$ cat src/rtl/dmach_pkg.sv
package dmach_pkg;
   localparam int unsigned SLOTS = 16;

   localparam int unsigned S_NDP  = 0;
   localparam int unsigned S_SA   = 1;
   localparam int unsigned S_CFG  = 2;
   localparam int unsigned S_XC   = 4;
   localparam int unsigned S_YC   = 6;
   localparam int unsigned S_CDP  = 8;
   localparam int unsigned S_CA   = 9;
   localparam int unsigned S_STAT = 10;
   localparam int unsigned S_PMAP = 11;
   localparam int unsigned S_CXC  = 12;
   localparam int unsigned S_CYC  = 14;

   localparam int unsigned CFG_EN  = 0;
   localparam int unsigned CFG_DIR = 1;
   localparam int unsigned CFG_ESZ = 2;

   localparam int unsigned ST_DONE = 0;
   localparam int unsigned ST_ERR  = 1;
   localparam int unsigned ST_RUN  = 3;

   localparam logic [1:0] SZ_16 = 2'b01;
   localparam logic [1:0] SZ_32 = 2'b10;

   typedef enum logic [1:0] {
      ERR_NONE  = 2'd0,
      ERR_SIZE  = 2'd1,
      ERR_NOREG = 2'd2
   } bus_err_e;

   typedef enum logic [1:0] {
      K_NONE, K_PTR, K_HALF, K_CTRL
   } slot_kind_e;

   function automatic slot_kind_e kind_of(input int unsigned s);
      case (s)
         0, 1, 8, 9:               return K_PTR;
         4, 5, 6, 7, 11, 12, 14:   return K_HALF;
         2, 10:                    return K_CTRL;
         default:                  return K_NONE;
      endcase
   endfunction
endpackage

$ cat src/rtl/dmach_decode.sv
module dmach_decode
   import dmach_pkg::*;
#(
   parameter int unsigned ADDR_W = 6,
   localparam int unsigned SLOT_W = $clog2(SLOTS)
) (
   input  logic              sel,
   input  logic              wr,
   input  logic [1:0]        size,
   input  logic [ADDR_W-1:0] addr,
   output logic [SLOT_W-1:0] slot,
   output logic              wide,
   output logic [1:0]        err,
   output logic              wr_fire,
   output logic              rd_fire
);
   logic size_ok;
   logic missing;
   logic [1:0] unused_lo;

   assign unused_lo = addr[1:0];
   assign slot      = addr[SLOT_W+1:2];
   assign wide      = (size == SZ_32);
   assign size_ok   = (size == SZ_16) || (size == SZ_32);
   assign missing   = (kind_of(int'(slot)) == K_NONE);

   always_comb begin
      err = ERR_NONE;
      if (sel) begin
         if (!size_ok)           err = ERR_SIZE;
         else if (wr && missing) err = ERR_NOREG;
      end
   end

   assign wr_fire = sel &&  wr && (err == ERR_NONE);
   assign rd_fire = sel && !wr && (err == ERR_NONE);
endmodule

$ cat src/rtl/dmach_field.sv
module dmach_field #(
   parameter int unsigned W    = 16,
   parameter logic [W-1:0] RST  = '0,
   parameter logic [W-1:0] KEEP = '0
) (
   input  logic         clk,
   input  logic         rst_n,
   input  logic         we,
   input  logic         wide,
   input  logic [W-1:0] wdata,
   input  logic         ld,
   input  logic [W-1:0] ld_val,
   output logic [W-1:0] q
);
   localparam int unsigned HALF = 16;

   generate
      if (W > HALF) begin : g_split
         always_ff @(posedge clk) begin
            if (!rst_n)   q <= RST;
            else if (ld)  q <= ld_val;
            else if (we) begin
               if (wide) q <= (q & KEEP) | (wdata & ~KEEP);
               else      q[HALF-1:0] <= (q[HALF-1:0] & KEEP[HALF-1:0])
                                      | (wdata[HALF-1:0] & ~KEEP[HALF-1:0]);
            end
         end
      end else begin : g_flat
         logic unused_wide;
         assign unused_wide = wide;
         always_ff @(posedge clk) begin
            if (!rst_n)   q <= RST;
            else if (ld)  q <= ld_val;
            else if (we)  q <= (q & KEEP) | (wdata & ~KEEP);
         end
      end
   endgenerate
endmodule

$ cat src/rtl/dmach_ctrl.sv
module dmach_ctrl
   import dmach_pkg::*;
#(
   parameter int unsigned CTYPE_BIT = 6
) (
   input  logic        clk,
   input  logic        rst_n,
   input  logic        cfg_we,
   input  logic        stat_we,
   input  logic [15:0] wdata,
   input  logic [1:0]  sa_low,
   input  logic        ctype,
   input  logic        eng_done,
   input  logic        eng_err,
   output logic [15:0] cfg_q,
   output logic [15:0] stat_q,
   output logic        run,
   output logic        load,
   output logic        start_pulse,
   output logic        stop_pulse
);
   logic done_q, err_q;
   logic misalign;
   logic [1:0] esz;
   logic clr_done, clr_err;

   assign load     = cfg_we && wdata[CFG_EN];
   assign esz      = wdata[CFG_ESZ+1:CFG_ESZ];
   assign misalign = (esz == 2'b01 && sa_low[0]) || (esz[1] && (sa_low != 2'b00));
   assign clr_done = stat_we && wdata[ST_DONE];
   assign clr_err  = stat_we && wdata[ST_ERR];

   always_ff @(posedge clk) begin
      if (!rst_n) begin
         cfg_q       <= '0;
         run         <= 1'b0;
         done_q      <= 1'b0;
         err_q       <= 1'b0;
         start_pulse <= 1'b0;
         stop_pulse  <= 1'b0;
      end else begin
         start_pulse <= 1'b0;
         stop_pulse  <= 1'b0;
         if (cfg_we) begin
            cfg_q <= wdata;
            run   <= wdata[CFG_EN];
            if (wdata[CFG_EN]) start_pulse <= !ctype || wdata[CFG_DIR];
            else               stop_pulse  <= 1'b1;
         end else if (eng_done) begin
            run <= 1'b0;
         end
         done_q <= eng_done || (done_q && !clr_done);
         err_q  <= eng_err || (load && misalign) || (err_q && !clr_err);
      end
   end

   always_comb begin
      stat_q          = '0;
      stat_q[ST_DONE] = done_q;
      stat_q[ST_ERR]  = err_q;
      stat_q[ST_RUN]  = run;
   end
endmodule

$ cat src/rtl/dmach_regs.sv
module dmach_regs
   import dmach_pkg::*;
#(
   parameter int unsigned ADDR_W    = 6,
   parameter int unsigned DATA_W    = 32,
   parameter logic [15:0] PMAP_RST  = 16'h0000,
   parameter int unsigned CTYPE_BIT = 6
) (
   input  logic              clk,
   input  logic              rst_n,
   input  logic              bus_sel,
   input  logic              bus_wr,
   input  logic [1:0]        bus_size,
   input  logic [ADDR_W-1:0] bus_addr,
   input  logic [DATA_W-1:0] bus_wdata,
   output logic [DATA_W-1:0] bus_rdata,
   output logic [1:0]        bus_err,
   input  logic              eng_done,
   input  logic              eng_err,
   output logic              start_pulse,
   output logic              stop_pulse,
   output logic              chan_run
);
   localparam int unsigned SLOT_W = $clog2(SLOTS);
   localparam int unsigned HALF_W = DATA_W / 2;
   localparam logic [HALF_W-1:0] CNT_MAX = '1;

   generate
      if (DATA_W != 32) begin : g_bad_width
         $error("dmach_regs: DATA_W must be 32");
      end
      if (ADDR_W != SLOT_W + 2) begin : g_bad_addr
         $error("dmach_regs: ADDR_W must cover the slot index plus byte offset");
      end
      if (CTYPE_BIT >= HALF_W) begin : g_bad_ctype
         $error("dmach_regs: CTYPE_BIT out of range");
      end
   endgenerate

   logic [SLOT_W-1:0] slot;
   logic              wide, wr_fire, rd_fire;
   logic [SLOTS-1:0][DATA_W-1:0] slot_q;
   logic [HALF_W-1:0] cfg_q, stat_q;
   logic              load;

   dmach_decode #(.ADDR_W(ADDR_W)) u_dec (
      .sel(bus_sel), .wr(bus_wr), .size(bus_size), .addr(bus_addr),
      .slot(slot), .wide(wide), .err(bus_err),
      .wr_fire(wr_fire), .rd_fire(rd_fire)
   );

   dmach_ctrl #(.CTYPE_BIT(CTYPE_BIT)) u_ctrl (
      .clk(clk), .rst_n(rst_n),
      .cfg_we(wr_fire && slot == SLOT_W'(S_CFG)),
      .stat_we(wr_fire && slot == SLOT_W'(S_STAT)),
      .wdata(bus_wdata[HALF_W-1:0]),
      .sa_low(slot_q[S_SA][1:0]),
      .ctype(slot_q[S_PMAP][CTYPE_BIT]),
      .eng_done(eng_done), .eng_err(eng_err),
      .cfg_q(cfg_q), .stat_q(stat_q), .run(chan_run), .load(load),
      .start_pulse(start_pulse), .stop_pulse(stop_pulse)
   );

   generate
      for (genvar s = 0; s < SLOTS; s++) begin : g_slot
         localparam slot_kind_e K = kind_of(s);
         logic we;
         assign we = wr_fire && (slot == SLOT_W'(s)) && !chan_run;

         if (K == K_PTR) begin : g_ptr
            logic [DATA_W-1:0] ld_val;
            logic              ld;
            if (s == S_CDP) begin : g_l
               assign ld = load;  assign ld_val = slot_q[S_NDP];
            end else if (s == S_CA) begin : g_l
               assign ld = load;  assign ld_val = slot_q[S_SA];
            end else begin : g_l
               assign ld = 1'b0;  assign ld_val = '0;
            end
            dmach_field #(.W(DATA_W)) u_fld (
               .clk(clk), .rst_n(rst_n), .we(we), .wide(wide),
               .wdata(bus_wdata), .ld(ld), .ld_val(ld_val), .q(slot_q[s])
            );
         end else if (K == K_HALF) begin : g_half
            localparam logic [HALF_W-1:0] RV = (s == S_PMAP) ? PMAP_RST : '0;
            localparam logic [HALF_W-1:0] KM = (s == S_PMAP) ? (HALF_W'(1) << CTYPE_BIT) : '0;
            logic [HALF_W-1:0] ld_val, q;
            logic              ld;
            if (s == S_CXC || s == S_CYC) begin : g_l
               localparam int unsigned SRC = (s == S_CXC) ? S_XC : S_YC;
               assign ld     = load;
               assign ld_val = (slot_q[SRC][HALF_W-1:0] == '0) ? CNT_MAX
                                                                : slot_q[SRC][HALF_W-1:0];
            end else begin : g_l
               assign ld = 1'b0;  assign ld_val = '0;
            end
            dmach_field #(.W(HALF_W), .RST(RV), .KEEP(KM)) u_fld (
               .clk(clk), .rst_n(rst_n), .we(we), .wide(wide),
               .wdata(bus_wdata[HALF_W-1:0]), .ld(ld), .ld_val(ld_val), .q(q)
            );
            assign slot_q[s] = {{(DATA_W-HALF_W){1'b0}}, q};
         end else if (K == K_CTRL) begin : g_ctrl
            assign slot_q[s] = {{(DATA_W-HALF_W){1'b0}}, (s == S_CFG) ? cfg_q : stat_q};
         end else begin : g_rsv
            logic unused_we;
            assign unused_we = we;
            assign slot_q[s] = '0;
         end
      end
   endgenerate

   always_comb begin
      bus_rdata = '0;
      if (rd_fire) begin
         bus_rdata = slot_q[slot];
         if (!wide) bus_rdata[DATA_W-1:HALF_W] = '0;
      end
   end
endmodule

$ cat config.mk
export PLATFORM = sky130hd
export DESIGN_NAME = dmach_regs
export DESIGN_NICKNAME = d
export VERILOG_FILES = /design/src/rtl/dmach_pkg.sv /design/src/rtl/dmach_decode.sv /design/src/rtl/dmach_field.sv /design/src/rtl/dmach_ctrl.sv /design/src/rtl/dmach_regs.sv
export SDC_FILE = /design/constraint.sdc
export NUM_CORES = 1
export LEC_CHECK = 0
export CAP_MARGIN = 10
export CORE_AREA = 2 2 121 241
export DETAILED_ROUTE_END_ITERATION = 8
export DIE_AREA = 0 0 123 243
export GPL_TIMING_DRIVEN = 0
export PLACE_DENSITY = 0.63
export SYNTH_ARGS = -nofsm -noshare
export SYNTH_HDL_FRONTEND = slang
export SYNTH_SLANG_ARGS = --single-unit
$ cat constraint.sdc
create_clock -name clk -period 2.09 [get_ports clk]
set_input_delay 0.418 -clock clk [delete_from_list [all_inputs] [get_ports clk]]
set_output_delay 0.418 -clock clk [all_outputs]
set_load 0.02 [all_outputs]
# Yosys cells after proc, flatten, opt, wreduce, memory -nomap -nowiden
# Memories as Yosys holds them, arrays and structs flattened.
# Cells that the tools add are included.
# totals
romBits	32
register_bits	261
mem_count	1
# op_classes
reduce_logical	66
n_eq_ne	15
mux	21
n_bitwise	1
order_cmp	1
# mem_list
memory	depth	width	rd	rd_clocked_by_memory_dff	wr	line_no	rtl
(no name shown)	16	2	1	0	0	dmach_pkg.sv:38	case (s)
# op_table
cell	n
32-bit 2-to-1 mux	6
32-bit binary-select mux with 4-bit select	1
16-bit 2-to-1 mux	8
1-bit logical AND	37
16-bit zero test	2
4-bit == test, second input constant	6
4-bit by 3-bit == test with 1-bit output, second input constant	4
7-bit by 16-bit bitwise OR with 16-bit output	1
2-bit nonzero test	7
2-bit AND reduction	5
1-bit logical OR	6
2-bit 2-to-1 mux	3
1-bit zero test	5
4-bit by 5-bit < comparator with 1-bit output, second input constant	1
2-bit by 1-bit == test with 1-bit output, second input constant	2
4-bit by 1-bit == test with 1-bit output, second input constant	1
4-bit by 2-bit == test with 1-bit output, second input constant	1
2-bit zero test	2
4-bit zero test	1
1-bit 2-to-1 mux	3
3-bit AND reduction	1
2-bit == test, second input constant	1

# Longest topological paths before layout
# Gate-level depths: netlist of run 1.
# An unclocked memory read counts as a cell.
# depth
word_depth	13
ltp_mapped	9
mapped_depth_nobuf	6

# Cells and area by module
# Synthesis of run 1 repeated with hierarchy kept, for this count alone.
# unflattened
hier_cells	1567
area_unflattened_um2	16683.5
# by_module_without_submodules
module	seq_area_each_um2	cells_each	instances	area_each_um2
dmach_field (g_slot[0].g_ptr.u_fld ...)	640.6	162	4	1687.9
dmach_field (g_slot[12].g_half.u_fld ...)	320.3	71	6	852.1
dmach_regs	0.0	321	1	2930.3
dmach_ctrl	420.4	90	1	943.4
dmach_field (g_slot[11].g_half.u_fld)	320.3	69	1	835.8
dmach_decode	0.0	13	1	110.1

# Least setup slack after synthesis of run 1
# No wires, ideal clock.
# synth_path
path_type	in2out
start	input bus_size[0]
end	output bus_rdata[0]
path_stages	6
required_ps	1672
arrival_ps	2100
path_slack_ps	-428
cell_sequence	inv_1 -> ha_1 -> nor3b_1 -> clkbuf_1 -> nand2_1 -> nor3_1
# synth_via
elab_chain_cells	7
# synth_lines
element	line_no	rtl
start: declaration	dmach_regs.sv:13	input logic [1:0] bus_size,
2-bit by 1-bit == test with 1-bit output / 2-bit == test (equally long branches)	dmach_decode.sv:24	assign size_ok = (size == SZ_16) || (size == SZ_32);
1-bit logical OR (*)	dmach_decode.sv:24	
2-bit 2-to-1 mux (*)	dmach_decode.sv:30	if (!size_ok) err = ERR_SIZE;
2-bit 2-to-1 mux (*)	dmach_decode.sv:29	if (sel) begin
2-bit zero test (*)	dmach_decode.sv:36	assign rd_fire = sel && !wr && (err == ERR_NONE);
1-bit logical AND (*)	dmach_decode.sv:36	
32-bit 2-to-1 mux (*)	dmach_regs.sv:114	if (rd_fire) begin
end: declaration	dmach_regs.sv:16	output logic [DATA_W-1:0] bus_rdata,
# Mark *: on every way between the ends. The rest lies on a longest branch, timed or not.

# Worst setup path in the final report of run 1
# layout_path
start	input bus_addr[2]
end	output bus_rdata[2]
# layout_via
elab_chain_cells	9
# layout_lines
element	line_no	rtl
start: declaration	dmach_regs.sv:14	input logic [ADDR_W-1:0] bus_addr,
memory read 16 x 2 bit	--	
2-bit zero test	dmach_decode.sv:25	assign missing = (kind_of(int'(slot)) == K_NONE);
1-bit logical AND	dmach_decode.sv:31	else if (wr && missing) err = ERR_NOREG;
2-bit 2-to-1 mux	dmach_decode.sv:31	
2-bit 2-to-1 mux	dmach_decode.sv:30	
2-bit 2-to-1 mux	dmach_decode.sv:29	
2-bit zero test	dmach_decode.sv:36	
1-bit logical AND	dmach_decode.sv:36	
32-bit 2-to-1 mux (*)	dmach_regs.sv:114	
# Mark *: on every way between the ends. The rest lies on a longest branch, timed or not. The select of a mux whose other input is x is not followed.

==> flow_summary_export.csv, run 1 <==
group,metric,value,unit
place,place.port_buffers,79,
routing,postRouteAntennaNets,0,
sta,fin_ws,-0.2044,ns
setup_path,critPathMaxFanout,6,
setup_path,crit_chain,"buf_8 > buf_12 > buf_16 > buf_12 > mux2i_2 > o221ai_4 > o21ai_2 > nor2_2 > buf_6",
sta,fmax,0.4358,GHz
clock_network,clockBufferDepth,3,
synth,netlist_area,12430,um^2
setup_path,path_delay_family,"buffers and inverters",
setup_path,slowest_stage,"o221ai_4",
setup_path,rrSetupSlack,0.05,ns
sta,setup_viol,32,
place,preCtsSetupSlack,-1.779,ns
synth,synthMuxAreaShare,16.12,%
synth,yosysTopAreaCell,"dfxtp_1",
floorplanning,rows,87,
synth,synth_top_cells_by_count,"nand2_1 (292), dfxtp_1 (260), a21oi_1 (169), mux2i_1 (144), clkbuf_1 (89)",
floorplanning,die-area,29890,um^2
floorplanning,die_w,123,um
synth,synth.most_common_cell,"nand2_1",
floorplanning,io_pins,83,
setup_path,slowest_delay,0.27,ns
status,violations,"negative setup slack",
clock_network,cts_tree,"done",
setup_path,cp.depth,9,
cells_and_area,drive_above_1_share,26.37,%
routing,post_drt_wl_per_cell,25.49,um
setup_path,worstPathRequired,1.67,ns
sta,fin_crit_sh,109.8,%
synth,synthTopCellsByArea,"dfxtp_1 (42%), mux2i_1 (12%), nand2_1 (8.8%)",
synth,synthSimpleGateAreaFrac,17.63,%
clock_network,clockRootBuffer,"clkbuf_16",
power,ir_drop,0.6352,mV
place,gp_congestion,0.9809,
status,status,"finished with violations",
power,total_power,11030,uW
synth,synthAdderAreaFrac,0.1006,%
routing,drtIter0Drc,1035,
run,max-cap-violations,0,
synth,yosys_most_used_dff,"dfxtp_1",
setup_path,crit_start,"bus_addr[2]",
floorplanning,start_util,44.28,%
global_routing,track_usage,33.86,%
hold_path,hp-class,"in -> reg",
place,hpwl,37040,um
synth,synth_top_family_by_area,"compound AO/OA/AOI/OAI gates",
routing,vias,12225,
hold_path,hold_end,"g_slot[14].g_half.u_fld.q[0]",
routing,drc_errors,0,
synth,synth_edf_count,0,
hold_path,hold_start,"bus_wdata[0]",
power,p_leak,0.006244,uW
sta,max_slew.worst_pin.slew,0.9554,ns
setup_path,r2r_start,"u_ctrl.run",
setup_path,setup.worst_path.start_class,"input port",
setup_path,criticalPathCategory,"in -> out",
synth,synth-compound-area-share,19.03,%
setup_path,cpMostUsedCell,"buf_12",
synth,synth_cells,1458,
global_routing,grt_pass1_vias,12610,
cells_and_area,area_growth,31.52,%
routing,drt-total-wl,50550,um
sta,grt_setup_unrepaired,"true",
setup_path,end_kind,"output port",
setup_path,r2r_cells,7,
setup_path,cp.buffers_inverters,5,
floorplanning,core_area,28080,um^2
clock_network,h-tree-depth,1,
synth,synth_seq_cells,260,
sta,hold_violations,0,
power,power.density,674.2,nW/um^2
synth,synth-seq-area-share,41.86,%
setup_path,cp.arrival,1.88,ns
routing,vias_per_cell,6.165,
clock_network,cts.sinks,260,
clock_network,clkLatencyLatePin,0.55,ns
synth,synth.net_count,1505,
sta,slew_violations,0,
global_routing,overflow,0,
synth,async_flop_share,0,%
sta,maxSlewHeadroom,36.30,%
sta,min_period,2.294,ns
cells_and_area,antenna_cells,0,
synth,yosysUniqueCellTypes,57,
synth,syn_avg_cell_area,8.528,um^2
synth,synthXorXnorAreaFrac,0,%
sta,skew,0.01586,ns
global_routing,grt_pass1_wl,74730,um
routing,firstDrtPassIters,5,
clock_network,clkTransAtPathRegs,0.07,ns
clock_network,cts_made_buffers,24,
hold_path,hold_path_depth,3,
setup_path,r2r-end,"g_slot[8].g_ptr.u_fld.q[29]",
synth,synth.top_cell.area_share,41.86,%
cells_and_area,fin_nets,1657,
synth,ys_warn_count,0,
global_routing,antenna_found_initial,0,
global_routing,grt_start_max_net_pins,16,
floorplanning,die_h,243,um
## tightest hold or removal path, delay by kind of cell
| kind | cells | cell delay (ns) |
|---|---|---|
| buf+inv | 1 | 0.21 |
| simple gates | 1 | 0.06 |
| compound gates | 1 | 0.16 |
## worst max-delay path by stage
stage	to	slack, ns
floorplan	bus_rdata[0]	0.006
global placement	bus_rdata[4]	-1.78
detailed placement	bus_rdata[4]	-1.78
CTS	bus_rdata[15]	-0.17
global route	bus_rdata[2]	-0.23
finish	bus_rdata[2]	-0.20
## metal layers
metal	part of all wire (%)	GRT usage [%]	vias to the layer above
met2	51	59.46	654
li1	-	-	5519
met3	5.9	5.428	269
met1	32	32.36	5783
met4	12	31.58	0
met5	0	0	-
## kinds of logic after synthesis
kind of cell | after synthesis
muxes | 175
buffers and inverters | 152
adders and majority gates | 1
AOI/OAI and AO/OA | 377
and+or+nand+nor | 493
DFF | 260
## cell type report
cell class,count,area [um^2]
Inverter,9,35.03
Buffer,139,909.6
Clock inverter,11,136.4
Sequential cell,260,5313
Clock buffer,32,721.9
Timing Repair Buffer,130,1361
Tap cell,356,445.4
Fill cell,2525,11730
Multi-Input combinational cell,1046,7431
## through the flow
stage	std cells	cell area, um^2	setup TNS, ns	hold slack [ns]	utilization (%)
detailed placement	1893	13800	-248.55	0.4478	49.15
finish	1983	16350	-3.411	0.3487	58.23
global route	1983	16350	-4.259	0.3444	58.23
floorplan	1458	12570	0	0.4329	-
CTS	1977	16130	-2.537	0.4581	57.42
global placement	1893	13800	-244.72	0.4413	49.15
## power by group
| part | switching [uW] | leakage (uW) | internal (uW) |
|---|---|---|---|
| logic | 731 | 0.00369 | 456 |
| registers | 23.3 | 0.00212 | 4960 |
| clock network | 2060 | 0.000429 | 2800 |
## what timing repair did
item / CTS / global route
gates cloned: 9 / 0
setup buffers: 36 / 9
setup endpoints to repair: 250 / 144
resized for setup: 490 / 80
hold endpoints to repair: 0 / 0
hold buffers: 0 / 0
pin swaps: 60 / 36
## registers in the layout (all words and copies together) (netlist names)
name                   cells
g_slot.g_half.u_fld.q    111
g_slot.g_ptr.u_fld.q     128
u_ctrl.cfg_q              16
u_ctrl.done_q              1
u_ctrl.err_q               1
u_ctrl.run                 1
u_ctrl.start_pulse         1
u_ctrl.stop_pulse          1
## placed cells by master, fill, tap and decap left out, types with 10 or more instances in the layout
master,netlist,final
dfxtp_1,260,216
mux4_2,19,19
o21ai_0,48,40
nand2_1,292,289
nor3_1,24,18
buf_2,40,27
o21a_1,21,15
o31ai_1,16,16
and3_4,0,11
a311oi_1,15,15
mux2i_2,0,15
clkbuf_2,0,17
clkbuf_1,89,65
a31oi_1,23,23
buf_6,1,45
nor2_1,83,73
o221ai_1,21,15
buf_4,7,41
clkdlybuf4s50_1,0,36
buf_12,0,13
mux2i_1,144,120
dfxtp_2,0,23
a21oi_1,169,166
clkbuf_8,0,10
dfxtp_4,0,21
clkbuf_16,0,27
o221a_2,15,15
nand3_1,19,18
Power figures use the tool's default switching activity.
==> inputs of run 2 (changes only) <==
CORE_AREA = 2 2 218 134   (was 2 2 121 241)
DIE_AREA = 0 0 220 136   (was 0 0 123 243)
TNS_END_PERCENT = 100   (was default)
==> flow_summary_export.csv, run 2 (synthesis gave the netlist of run 1 again) <==
group,metric,value,unit
cells_and_area,layout_commonest_cell,"nand2_1",
power,p_leak,0.006323,uW
setup_path,cpMostUsedCell,"buf_12",
place,gp_congestion,0.9670,
global_routing,overflow,0,
routing,wl_met3,7386,um
floorplanning,die_h,136,um
hold_path,hold_start,"bus_wdata[0]",
routing,drc_errors,0,
routing,vias_per_cell,6.196,
routing,top_layer_used,"met4",
setup_path,worstPathRequired,1.67,ns
status,violations,"negative setup slack",
setup_path,slowest_stage,"o211ai_1",
routing,drtIter0Drc,1352,
setup_path,r2r_start,"u_ctrl.run",
setup_path,criticalPathCategory,"in -> out",
cells_and_area,top_regs,"g_slot.g_ptr.u_fld.q (128), g_slot.g_half.u_fld.q (111), u_ctrl.cfg_q (16)",
clock_network,ctsHoldBuffers,0,
sta,max_slew.worst_pin.slew,0.9437,ns
cells_and_area,area_growth,31.35,%
setup_path,crit_chain,"buf_8 > buf_12 > buf_12 > buf_12 > buf_4 > mux2i_1 > o211ai_1 > nand3_2 > nor2_4 > buf_6",
global_routing,grt_pass1_vias,11380,
routing,post_drt_wl_per_cell,25.19,um
sta,grt_setup_unrepaired,"true",
power,power.density,684.2,nW/um^2
routing,vias,12423,
sta,fin_ws,-0.3174,ns
routing,firstDrtPassIters,8,
clock_network,clkTransAtPathRegs,0.06,ns
routing,route.met2.wl,19510,um
sta,setup_viol,32,
cells_and_area,most-common-layout-cells,"nand2_1 (290), dfxtp_1 (240), a21oi_1 (166)",
setup_path,r2r_cells,7,
setup_path,end_kind,"output port",
setup_path,r2r-end,"g_slot[1].g_ptr.u_fld.q[23]",
cells_and_area,antenna_cells,0,
global_routing,grt_start_max_net_pins,16,
sta,fin_crit_sh,115.2,%
sta,min_period,2.407,ns
hold_path,hp-class,"in -> reg",
routing,postRouteAntennaNets,0,
clock_network,clockRootBuffer,"clkbuf_16",
clock_network,cts_tree,"done",
global_routing,antenna_found_initial,0,
clock_network,h-tree-depth,1,
cells_and_area,fin_nets,1660,
sta,fmax,0.4154,GHz
sta,hold_ws,0.3555,ns
place,hpwl,36090,um
floorplanning,rows,48,
power,ir_drop,0.4899,mV
setup_path,slowest_delay,0.36,ns
floorplanning,core_area,28110,um^2
sta,skew,0.01067,ns
cells_and_area,drive_above_1_share,24.60,%
setup_path,critPathMaxFanout,7,
routing,met1_length,22510,um
setup_path,setup.worst_path.start_class,"input port",
floorplanning,die_w,220,um
sta,maxSlewHeadroom,37.09,%
clock_network,cts_made_buffers,26,
place,place.port_buffers,79,
hold_path,hold_path_depth,3,
clock_network,clockBufferDepth,3,
floorplanning,die-area,29920,um^2
sta,hold_violations,0,
clock_network,cts.sinks,260,
run,max-cap-violations,0,
status,status,"finished with violations",
global_routing,grt_pass1_wl,72830,um
floorplanning,start_util,44.24,%
routing,drt-total-wl,50500,um
sta,slew_violations,0,
sta,tns,-5.938,ns
setup_path,cp.arrival,1.99,ns
cells_and_area,regMostFlops,"g_slot.g_ptr.u_fld.q",
clock_network,clkLatencyLatePin,0.55,ns
global_routing,track_usage,32.87,%
floorplanning,io_pins,83,
cells_and_area,largest_reg_flops,128,
hold_path,hold_end,"g_slot[14].g_half.u_fld.q[0]",
setup_path,rrSetupSlack,0.02,ns
-- run 2: critical path: cells and delay by family --
kind / cells / cell delay [ns]
buffers and inverters: 6 / 0.78
AOI/OAI and AO/OA: 1 / 0.36
muxes: 1 / 0.11
and+or+nand+nor: 2 / 0.31
-- run 2: layout make-up --
type / instances / area (um^2)
Timing Repair Buffer: 133 / 1419
Buffer: 137 / 965.9
Inverter: 9 / 35.03
Clock buffer: 34 / 752.0
Multi-Input combinational cell: 1046 / 7317
Clock inverter: 11 / 132.6
Fill cell: 2518 / 11770
Sequential cell: 260 / 5243
Tap cell: 375 / 469.2
-- run 2: report_power, final --
group	total, uW	switching [uW]	internal (uW)
registers	5000	23.0	4980
logic	1240	755	480
clock network	4940	2050	2890
-- run 2: worst max path at each step --
stage / from / to / depth (start not counted)
after global placement: bus_addr[2] / bus_rdata[5] / 9
after CTS: bus_addr[2] / bus_rdata[5] / 9
after detailed placement: bus_addr[2] / bus_rdata[5] / 9
after global routing: bus_addr[2] / bus_rdata[5] / 9
final: bus_addr[2] / bus_rdata[2] / 10
after floorplan: bus_addr[2] / bus_rdata[0] / 5
-- run 2: routing by layer --
layer / GRT usage (%) / vias to the layer above
li1: - / 5538
met1: 50.87 / 6007
met2: 43.13 / 789
met3: 10.85 / 89
met4: 6.972 / 0
met5: 0 / -
-- run 2: per-stage QoR --
step           util [%]  std cells  instance area (um^2)  power (uW)  worst slack (ns)
2_1_floorplan         -       1458                 12570        5617          0.005587
3_3_place_gp      49.20       1912                 13830        6020            -1.908
3_5_place_dp      49.20       1912                 13830        6028            -1.887
4_1_cts           56.78       1996                 15960       11070           -0.2767
5_1_grt           58.11       2005                 16330       11400           -0.3192
6_report          58.11       2005                 16330       11180           -0.3174
-- run 2: repair_timing --
| action | 4_1_cts | 5_1_grt |
|---|---|---|
| resized for setup | 463 | 67 |
| setup buffers | 38 | 9 |
| cloned | 5 | 2 |
| endpoints found under the setup margin | 255 | 151 |
| pin swaps | 58 | 39 |
==> inputs of run 3 (changes only) <==
CORE_AREA = 5 5 221 137   (was 2 2 218 134)
DIE_AREA = 0 0 226 142   (was 0 0 220 136)
PLACE_DENSITY = 0.61   (was 0.63)
clock period = 2.7 ns   (was 2.09 ns; I/O delays follow)
==> flow_summary_export.csv, run 3 (synthesis gave the netlist of run 1 again) <==
group,metric,value,unit
sta,skew,0.01593,ns
cells_and_area,regMostFlops,"g_slot.g_ptr.u_fld.q",
sta,setup_viol,2,
clock_network,cts_tree,"done",
clock_network,clockBufferDepth,3,
power,p_int,6275,uW
floorplanning,die-area,32090,um^2
clock_network,clockRootBuffer,"clkbuf_16",
clock_network,cts_made_buffers,27,
power,combPwrFrac,9.6,%
power,p_clk_share,44.3,%
clock_network,ctsHoldBuffers,0,
floorplanning,die_h,142,um
sta,hold_violations,0,
routing,postRouteAntennaNets,0,
floorplanning,start_util,44.15,%
sta,maxSlewHeadroom,23.92,%
global_routing,antenna_found_initial,0,
setup_path,end_kind,"output port",
place,hpwl,36110,um
cells_and_area,top_regs,"g_slot.g_ptr.u_fld.q (128), g_slot.g_half.u_fld.q (111), u_ctrl.cfg_q (16)",
global_routing,grt_pass1_vias,11036,
setup_path,critPathMaxFanout,10,
sta,fin_ws,-0.01512,ns
run,max-cap-violations,0,
hold_path,hp-class,"reg -> reg",
setup_path,r2r_start,"u_ctrl.run",
status,violations,"negative setup slack",
power,p_leak,0.005872,uW
place,placed_cells,1912,
place,place.port_buffers,79,
sta,min_period,2.715,ns
sta,fin_crit_sh,100.6,%
power,power.density,560.2,nW/um^2
routing,vias_per_cell,6.064,
power,p_seq_share,46.1,%
floorplanning,die_w,226,um
routing,post_drt_wl_per_cell,24.92,um
cells_and_area,drive_above_1_share,15.65,%
floorplanning,io_pins,83,
power,p_sw_share,25.43,%
power,p_sw,2140,uW
routing,vias,11959,
cells_and_area,layout.cells.non_filler,1972,
clock_network,clkTransAtPathRegs,0.06,ns
floorplanning,core_area,28170,um^2
clock_network,clkLatencyLatePin,0.55,ns
cells_and_area,antenna_cells,0,
clock_network,cts.sinks,260,
routing,firstDrtPassIters,6,
sta,max_slew.worst_pin.slew,1.132,ns
clock_network,h-tree-depth,1,
routing,drc_errors,0,
sta,fmax,0.3683,GHz
setup_path,cp.arrival,2.18,ns
place,preCtsSetupSlack,-1.562,ns
sta,slew_violations,0,
cells_and_area,fin_nets,1624,
global_routing,overflow,0,
sta,grt_setup_unrepaired,"true",
cells_and_area,layout_commonest_cell,"nand2_1",
global_routing,grt_start_max_net_pins,14,
global_routing,grt_pass1_wl,71900,um
routing,drtIter0Drc,1496,
power,ir_drop,0.3336,mV
status,status,"finished with violations",
setup_path,criticalPathCategory,"in -> out",
routing,drt-total-wl,49150,um
setup_path,setup.worst_path.start_class,"input port",
cells_and_area,area_growth,20.81,%
floorplanning,rows,48,
cells_and_area,most-common-layout-cells,"nand2_1 (292), dfxtp_1 (260), a21oi_1 (169)",
global_routing,track_usage,29.53,%
place,gp_congestion,0.9861,
hold_path,hold_start,"g_slot[5].g_half.u_fld.q[9]",
setup_path,worstPathRequired,2.16,ns
setup_path,crit_start,"bus_addr[2]",
cells_and_area,largest_reg_flops,128,
power,total_power,8415,uW
## run 3: area by class of cell
class                      count  area, um^2
inverter                       9       35.03
sequential                   260        5205
tap                          375       469.2
clock inverter                 5       50.05
buffer                       138       808.3
multi-input combinational   1046        6794
clock buffer                  44       809.5
timing repair buffer          95       850.8
fill                        2644       13150
## run 3: stage by stage
step / hold slack, ns / instance area (um^2) / TNS [ns] / util [%]
5_1_grt: 0.4700 / 15020 / -0.2891 / 53.33
2_1_floorplan: 0.4329 / 12450 / 0 / -
3_5_place_dp: 0.4468 / 13710 / -143.92 / 48.69
4_1_cts: 0.4551 / 14780 / -0.003958 / 52.49
6_report: 0.4574 / 15020 / -0.01610 / 53.33
3_3_place_gp: 0.4400 / 13710 / -139.39 / 48.69
## run 3: repair_timing
action / CTS / global route
pin swaps: 14 / 12
gates cloned: 1 / 1
buffers inserted: 5 / 9
setup endpoints to repair: 102 / 74
gates resized for setup: 231 / 52
endpoints found under the hold margin: 0 / 0
## run 3: per-layer routing
metal / GRT usage, % / vias to the layer above / wire length (um)
met1: 46.89 / 5687 / 23160
met2: 37.69 / 709 / 18430
met3: 10.58 / 94 / 6529
met4: 5.952 / 0 / 1027
met5: 0 / - / 0
li1: - / 5469 / -
## run 3: path summary, 6_finish.rpt
kind,end,slack (ns),depth (start not counted)
worst min-delay path,g_slot[5].g_half.u_fld.q[9],0.46,2
worst max-delay path,bus_rdata[6],-0.02,10
worst max register to register,g_slot[7].g_half.u_fld.q[13],0.04,5
worst min register to register,g_slot[5].g_half.u_fld.q[9],0.46,2
## run 3: power groups by stage
stage	clock network [uW]	registers [uW]	logic, uW
final	3730	3880	808
after detailed placement	0	3960	687
after global placement	0	3960	684
after global routing	3900	3880	835
after CTS	3740	3880	738
after floorplan	0	3960	378
## run 3: critical path, cell delays in order
cell and delay, ns:
buf_6 0.10, buf_6 0.13, buf_12 0.13, buf_4 0.16, buf_8 0.20, mux2i_2 0.29, nor2_1 0.08, a211oi_2 0.25
nor3_2 0.10, buf_4 0.16
